### src/rtl/epg_pkg.sv
package epg_pkg;
  localparam logic [3:0] MODE_INTERNAL = 4'd0;
  localparam logic [3:0] MODE_EXTERNAL = 4'd15;

  function automatic logic use_internal(input logic [3:0] code);
    return code == MODE_INTERNAL;
  endfunction
endpackage

### src/rtl/epg_src_sel.sv
module epg_src_sel #(
  parameter int W = 16
) (
  input  logic [3:0]          mode_code,
  input  logic signed [W-1:0] ext_a,
  input  logic signed [W-1:0] ext_b,
  input  logic signed [W-1:0] int_a,
  input  logic signed [W-1:0] int_b,
  output logic signed [W-1:0] src_a,
  output logic signed [W-1:0] src_b
);
  import epg_pkg::*;

  logic pick_int;

  always_comb begin
    pick_int = use_internal(mode_code);
    src_a    = pick_int ? int_a : ext_a;
    src_b    = pick_int ? int_b : ext_b;
  end
endmodule

### src/rtl/epg_rate_chan.sv
module epg_rate_chan #(
  parameter int W = 16,
  parameter int R = 8
) (
  input  logic                clk,
  input  logic                rst_n,
  input  logic                stb,
  input  logic signed [W-1:0] val,
  input  logic [R-1:0]        rate,
  output logic                pulse,
  output logic                dir
);
  localparam int TH = W + R - 1;
  localparam int AW = TH + 1;
  localparam logic [AW-1:0] THRESH = {1'b1, {TH{1'b0}}};

  logic [W-1:0]  mag;
  logic [AW-1:0] scaled;
  logic [AW-1:0] acc;
  logic [AW-1:0] sum;
  logic          reach;

  always_comb begin
    mag    = val[W-1] ? ((~val) + W'(1)) : val;
    scaled = AW'(mag) * AW'(rate);
    sum    = acc + scaled;
    reach  = sum >= THRESH;
  end

  always_ff @(posedge clk) begin
    if (!rst_n) begin
      acc   <= '0;
      pulse <= 1'b0;
      dir   <= 1'b0;
    end else begin
      pulse <= 1'b0;
      if (stb) begin
        if (reach) begin
          acc   <= sum - THRESH;
          pulse <= 1'b1;
          dir   <= val[W-1];
        end else begin
          acc <= sum;
        end
      end
    end
  end

  p_acc_below_thresh_r3: assert property (@(posedge clk) disable iff (!rst_n)
    acc < THRESH);
  p_pulse_follows_stb_r4: assert property (@(posedge clk) disable iff (!rst_n)
    pulse |-> $past(stb));
  p_idle_keeps_acc_r5: assert property (@(posedge clk) disable iff (!rst_n)
    !stb |=> $stable(acc));
  p_dir_held_r7: assert property (@(posedge clk) disable iff (!rst_n)
    !pulse |-> $stable(dir));
endmodule

### src/rtl/energy_pulse_gen.sv
module energy_pulse_gen #(
  parameter int W = 16,
  parameter int R = 8
) (
  input  logic                clk,
  input  logic                rst_n,
  input  logic [3:0]          mode_code,
  input  logic signed [W-1:0] ext_real,
  input  logic signed [W-1:0] ext_reac,
  input  logic signed [W-1:0] int_real,
  input  logic signed [W-1:0] int_reac,
  input  logic [R-1:0]        rate,
  input  logic                smp_valid,
  output logic                smp_ready,
  input  logic                pin_en_real,
  input  logic                pin_en_reac,
  output logic                pulse_real,
  output logic                pulse_reac,
  output logic                dir_real,
  output logic                dir_reac,
  output logic                pin_real,
  output logic                pin_reac,
  output logic                irq_real,
  output logic                irq_reac
);
  localparam int NCH = 2;

  logic signed [W-1:0] src [NCH];
  logic [NCH-1:0]      pls;
  logic [NCH-1:0]      dr;
  logic [NCH-1:0]      en;
  logic [NCH-1:0]      pin;
  logic                take;

  assign smp_ready = rst_n;
  assign take      = smp_valid & smp_ready;
  assign en        = {pin_en_reac, pin_en_real};

  epg_src_sel #(.W(W)) u_sel (
    .mode_code(mode_code),
    .ext_a(ext_real), .ext_b(ext_reac),
    .int_a(int_real), .int_b(int_reac),
    .src_a(src[0]),   .src_b(src[1])
  );

  for (genvar c = 0; c < NCH; c++) begin : g_ch
    epg_rate_chan #(.W(W), .R(R)) u_chan (
      .clk(clk), .rst_n(rst_n), .stb(take),
      .val(src[c]), .rate(rate),
      .pulse(pls[c]), .dir(dr[c])
    );
    assign pin[c] = pls[c] & en[c];
  end

  assign pulse_real = pls[0];
  assign pulse_reac = pls[1];
  assign dir_real   = dr[0];
  assign dir_reac   = dr[1];
  assign pin_real   = pin[0];
  assign pin_reac   = pin[1];
  assign irq_real   = pin[0];
  assign irq_reac   = pin[1];

  p_ready_out_of_reset_r2: assert property (@(posedge clk) disable iff (!rst_n)
    smp_ready);
  p_pin_needs_pulse_r8: assert property (@(posedge clk) disable iff (!rst_n)
    (pin_real |-> pulse_real) and (pin_reac |-> pulse_reac));
endmodule

### config.mk
export PLATFORM = sky130hd
export DESIGN_NAME = energy_pulse_gen
export DESIGN_NICKNAME = d
export VERILOG_FILES = /design/src/rtl/epg_pkg.sv /design/src/rtl/epg_src_sel.sv /design/src/rtl/epg_rate_chan.sv /design/src/rtl/energy_pulse_gen.sv
export SDC_FILE = /design/constraint.sdc
export NUM_CORES = 1
export LEC_CHECK = 0
export CORE_UTILIZATION = 32
export DETAILED_ROUTE_END_ITERATION = 8
export DONT_BUFFER_PORTS = 1
export GPL_TIMING_DRIVEN = 0
export PLACE_DENSITY = 0.45
export SLEW_MARGIN = 15
export SYNTH_ARGS = -nofsm -noshare
export SYNTH_HDL_FRONTEND = slang
export SYNTH_SLANG_ARGS = --single-unit
### constraint.sdc
create_clock -name clk -period 10.35 [get_ports clk]
set_input_delay 0.5175 -clock clk [delete_from_list [all_inputs] [get_ports clk]]
set_output_delay 0.5175 -clock clk [all_outputs]
set_load 0.02 [all_outputs]
After elaboration in Yosys (flattened, before gate mapping):

Index checks and enable logic that the tools add are counted.

* $lt $le $gt $ge: 2
* bitwise gates (word level): 5
* muxes and demuxes: 8
* multipliers: 2
* reduce and logical (&&, ||, !) cells: 4
* $add $sub $neg: 6

Operator list (number)
* 16-bit two-way mux: 4
* 24-bit adder: 2
* 24-bit greater-or-equal comparator (second input constant): 2
* 16-bit by 8-bit multiplier with 24-bit output: 2
* 24-bit two-way mux: 2
* 24-bit subtractor (second input constant): 2
* 16-bit by 2-bit adder with 16-bit output (second input constant): 2
* 16-bit NOT: 2
* 2-bit AND reduction: 3
* 4-bit logical NOT: 1
* 1-bit bitwise AND: 3
* 1-bit two-way mux: 2

* register bits after elaboration: 52
* input bits: 81
* output and inout port bits: 9

Longest topological paths before layout:

* word-level depth: 9
* depth in mapped cells: 26
* mapped depth without buffers: 23

Cells and area by module:

Synthesis repeated with hierarchy kept, for this count alone.

* cell total of the unflattened synthesis: 1418
* area, all modules: 12485.7 µm²

Modules (own cells, without submodules)
* epg_rate_chan (g_ch[1].u_chan): area an instance 6049.6 µm², times used 1, cells an instance 691, seq. area each 520.5 µm²
* epg_rate_chan (g_ch[0].u_chan): area an instance 5979.5 µm², times used 1, cells an instance 685, seq. area each 520.5 µm²
* epg_src_sel: area an instance 415.4 µm², times used 1, cells an instance 36, seq. area each 0.0 µm²
* energy_pulse_gen: area an instance 41.3 µm², times used 1, cells an instance 6, seq. area each 0.0 µm²

Least setup slack after synthesis:

No wires, ideal clock.

* path type: input to register
* from: input mode_code[1]
* to: register g_ch[0].u_chan.acc[13]
* slack: 3814 ps
* required time: 10223 ps
* data arrival time: 6409 ps
* buffers on the path: 2
* stages: 24
* cells stage by stage: nor4_1 buf_4 mux2i_1 clkbuf_1 ha_1 and3b_1 a21oi_1 xnor2_1 nand2_1 fa_1 inv_1 fa_1 inv_1 fa_1 fa_1 inv_1 ha_1 o21ai_0 a21oi_1 o41ai_1 nor2b_1 o22ai_1 and4b_1 or3_1

* cells in the longest elaborated chain, start to end: 9
* elaborated cells between the ends (all ways): 10

RTL lines
* start: declaration: line energy_pulse_gen.sv:7 `input logic [3:0] mode_code,`
* 4-bit logical NOT (*): line epg_pkg.sv:6 `return code == MODE_INTERNAL;`
* 16-bit two-way mux (*): line epg_src_sel.sv:18 `src_a = pick_int ? int_a : ext_a;`
* 16-bit NOT: line epg_rate_chan.sv:24 `mag = val[W-1] ? ((~val) + W'(1)) : val;`
* 16-bit by 2-bit adder with 16-bit output: line epg_rate_chan.sv:24
* 16-bit two-way mux (*): line epg_rate_chan.sv:24
* 16-bit by 8-bit multiplier with 24-bit output (*): line epg_rate_chan.sv:25 `scaled = AW'(mag) * AW'(rate);`
* 24-bit adder (*): line epg_rate_chan.sv:26 `sum = acc + scaled;`
* 24-bit subtractor / 24-bit greater-or-equal comparator (equally long branches): line epg_rate_chan.sv:39, epg_rate_chan.sv:27
* 24-bit two-way mux (*): line epg_rate_chan.sv:38 `if (reach) begin`
* end signal: assignment: line epg_rate_chan.sv:39 `acc <= sum - THRESH;`
* end signal: assignment: line epg_rate_chan.sv:43 `acc <= sum;`
* end: declaration: line epg_rate_chan.sv:19 `logic [AW-1:0] acc;`

Mark *: on every way between the ends. The rest lies on a longest branch, timed or not.
A chain may end at the register's enable or synchronous reset.

Final worst setup path:

* from: input mode_code[1]
* to: register g_ch[1].u_chan.dir

* cells in the longest elaborated chain, start to end: 9

RTL lines
* 4-bit logical NOT (*): line epg_pkg.sv:6
* 16-bit two-way mux (*): line epg_src_sel.sv:19 `src_b = pick_int ? int_b : ext_b;`
* 16-bit NOT: line epg_rate_chan.sv:24
* 16-bit by 2-bit adder with 16-bit output: line epg_rate_chan.sv:24
* 16-bit two-way mux: line epg_rate_chan.sv:24
* 16-bit by 8-bit multiplier with 24-bit output: line epg_rate_chan.sv:25
* 24-bit adder: line epg_rate_chan.sv:26
* 24-bit greater-or-equal comparator: line epg_rate_chan.sv:27 `reach = sum >= THRESH;`
* 2-bit AND reduction (no source line)
* end signal: assignment: line epg_rate_chan.sv:41 `dir <= val[W-1];`
* end: declaration: line epg_rate_chan.sv:11 `output logic dir`

Marks and branches as above.

==> summary.md <==
| Metric | Value |
|---|---|
| Worst Path Buf+Inv | `5` |
| Grt ovf | `0` |
| Antenna violations before repair | `2` |
| Antenna viol nets, final | `0` |
| Final slew viol count | `0` |
| GRT Total Usage | `0.1940` |
| Wire per inst | `about 19 um` |
| Post-Place Setup Slack | `roughly 2.0 ns` |
| Post-Syn Area | `between 10000 and 15000 sq um` |
| Post-synthesis cell count | `1473` |
| Number of clock sinks | `52` |
| Number of flops mapped to enable cells by yosys | `0` |
| Synthesized area per cell | `8.582 sq um` |
| LEAKAGE | `roughly 6.5 nW` |
| CP max FO | `10` |
| Count of cell types in the netlist | `74` |
| # IOs | `90` |
| WP data required | `10.60 ns` |
| Synth-to-Final Area Change | `6.384%` |
| CP top delay family | `adder cells` |
| Die width | `200.8 um` |
| Starting Density | `0.3256` |
| CP Class | `in2reg` |
| Final WL | `between 30 and 40 mm` |
| Status | `complete, no violations` |
| Cts hold-fix bufs | `0` |
| Power per cell area | `approximately 370 nW/um^2` |
| Core box area | `38830 sq um` |
| Post-route setup slack | `~2.3 ns` |
| Synth cell count leaders | `inv_1 (326), fa_1 (212), nand2_1 (156)` |
| Fin nets | `between 1500 and 2000` |
| Maximum clock insertion buffer count | `2` |
| Final Hold Fails | `0` |
| Post-synthesis register bit count | `52` |
| Sequential fraction of the synthesis area | `0.08235` |
| Clk Latency, worst-skew pair | `0.33 ns` |
| Critical path endpoint category | `register` |
| Port Buf Inserts | `0` |
| Final setup vio count | `0` |
| Maximum VDD drop | `between 0.0002 and 0.00025 V` |
| Post-synthesis async set-or-reset flop share | `0` |
| Arr. time, crit path | `around 8.3 ns` |
| DP Area | `between 10000 and 15000 sq um` |
| Fin crit share | `0.7792` |
| Vias per std cell | `4.856` |
| Relative slew slack | `0.2985` |
| Share of the synthesized area in the top cell type | `0.3357` |
| Iter 0 DRT Violations | `564` |
| Routability cong. | `roughly 0.83` |
| Total of max-cap violations | `0` |
| Post-CTS sizing | `0` |
| Layout cells sized above 1 | `0.03716` |
| Worst-Margin Slew | `between 1 and 1.5 ns` |
| Area leader, netlist | `fa_1` |
| Worst hold path class | `reg2reg` |
| Detail Placement HPWL | `around 30 mm` |
| Fmax | `~0.12 GHz` |
| Synth Warn # | `0` |
| Peak per-stage delay on the critical path | `approximately 0.68 ns` |
| DR pass1 iterations | `5` |
| Synth top area cells | `fa_1 (34%), inv_1 (9.7%), ha_1 (8.7%), dfxtp_1 (8.2%), and2_1 (7.2%)` |
| Primary FF master, synth | `dfxtp_1` |
| Most common cell in the netlist | `inv_1` |
| Die Ht | `~200 um` |
| Post-CTS setup buffers | `0` |
| CP Launch Type | `primary input` |
| Setup TNS | `0 ns` |
| Vias in the first global route | `between 10000 and 15000` |
| Global-route wire length before repair | `58.96 mm` |
| DRC | `0` |
| CP most frequent cell | `fa_1` |
| Vias | `around 9700` |
| Largest net degree at the start of global routing | `15` |
| Clock transition at path regs | `about 0.080 ns` |
| Unrepaired setup endpoints after global routing | `false` |
| Area of the die | `between 40000 and 50000 sq um` |
| Number of placement rows | `just over 70` |
| Syn Nets | `1854` |
| H-tree Lvls | `2` |
| Fin area | `between 10000 and 15000 sq um` |
| Total CTS buffers | `5` |
| Setup Skew | `0.006351 ns` |
| Minimum clock period | `8.065 ns` |
| CTS tree | `built` |
| Root buffer cell | `clkbuf_16` |
| Slowest cell on crit path | `xor2_1` |
[layer usage]
layer  GRT usage  up-vias  wire (um)
li1            -     4541          -
met1      0.2601     4913      16450
met2      0.3264      237      17870
met3     0.04286       16       2592
met4     0.02563        0        311
met5           0        -          0
[worst min-delay path, stage by stage (launching register included)]
cell	delay, ns
dfxtp_1	0.32
nand2_1	0.05
o21ai_0	0.06
[layout make-up]
type / count / area (sq um)
fillers: 4123 / 25380
clock buffers: 7 / 152.6
well taps: 518 / 648.1
flip-flops and latches: 52 / 1041
multi-input cells: 1040 / 10130
diodes: 1 / 2.502
plain buffers: 55 / 249.0
inverters: 326 / 1224
[placed cells by master (no fill, tap or decap), types with 3 or more instances in the layout]
master     synthesis  layout
o21ai_1            4       4
a31oi_1            8       8
and2_1           145     145
dfxtp_1           52      52
nand2_1          156     156
nand3_1           10      10
inv_1            326     326
or3_1              7       7
buf_4              9       9
a21oi_2            3       3
nand4_1            7       7
xor2_1            15      15
buf_1              3       3
a31oi_2            3       3
nor3_1            14      14
o21bai_1           4       4
a211oi_1           3       3
xnor2_1           30      30
o41ai_1            3       3
nor2_1            26      26
nor4_1             4       4
and4_1             3       3
nand2b_1          15      15
o211ai_1           7       7
xor2_2             4       4
mux2i_1           54      53
o21ai_0           37      37
nor2b_1           52      52
a21oi_1           38      38
and3_1             4       4
xnor2_2           11      11
a21o_1            11      11
clkbuf_16          0       5
o21a_1            14      14
fa_1             212     212
ha_1              88      88
clkbuf_1          41      41
[flip-flops by register name, indices dropped and copies added (netlist names)]
register	count
g_ch.u_chan.acc	48
g_ch.u_chan.dir	2
g_ch.u_chan.pulse	2
[through the flow]
| stage | power [mW] | std cells | util | hold slack [ns] |
|---|---|---|---|---|
| 6_report | 4.931 | 1999 | 0.3464 | 0.4712 |
| 5_1_grt | 5.654 | 1998 | 0.3463 | 0.4872 |
| 4_1_cts | 4.966 | 1998 | 0.3463 | 0.4745 |
| 3_5_place_dp | 4.718 | 1991 | 0.3424 | 0.4534 |
| 3_3_place_gp | 4.705 | 1991 | 0.3423 | 0.4439 |
| 2_1_floorplan | 3.758 | 1473 | - | 0.4250 |
[final timing paths]
path | start | to | slack (ns) | cells after the start
setup / recovery | mode_code[1] | g_ch[1].u_chan.dir$_SDFFE_PN0P_ | 2.28 | 25
hold / removal | g_ch[1].u_chan.acc[16]$_SDFFE_PN0P_ | g_ch[1].u_chan.acc[16]$_SDFFE_PN0P_ | 0.47 | 2
setup reg to reg | g_ch[0].u_chan.acc[6]$_SDFFE_PN0P_ | g_ch[0].u_chan.acc[13]$_SDFFE_PN0P_ | 5.23 | 16
hold reg to reg | g_ch[1].u_chan.acc[16]$_SDFFE_PN0P_ | g_ch[1].u_chan.acc[16]$_SDFFE_PN0P_ | 0.47 | 2
[kinds of logic after synthesis]
logic type	after synthesis	share of synthesized area
compound gates	161	0.08582
xor+xnor	60	0.05048
fa+ha+maj	300	0.4228
buf+inv	381	0.1165
flops	52	0.08235
mux	58	0.04751
simple gates	461	0.1945
[report_power, final]
group	total (mW)	switching, mW	leakage, nW	internal (mW)
Sequential	0.301	0.0307	0.428	0.271
Combinational	4.43	2.59	5.96	1.84
Clock	0.204	0.101	0.0760	0.103
Total	4.93	2.72	6.46	2.21
Note: power is estimated with default switching activity, not from simulation.
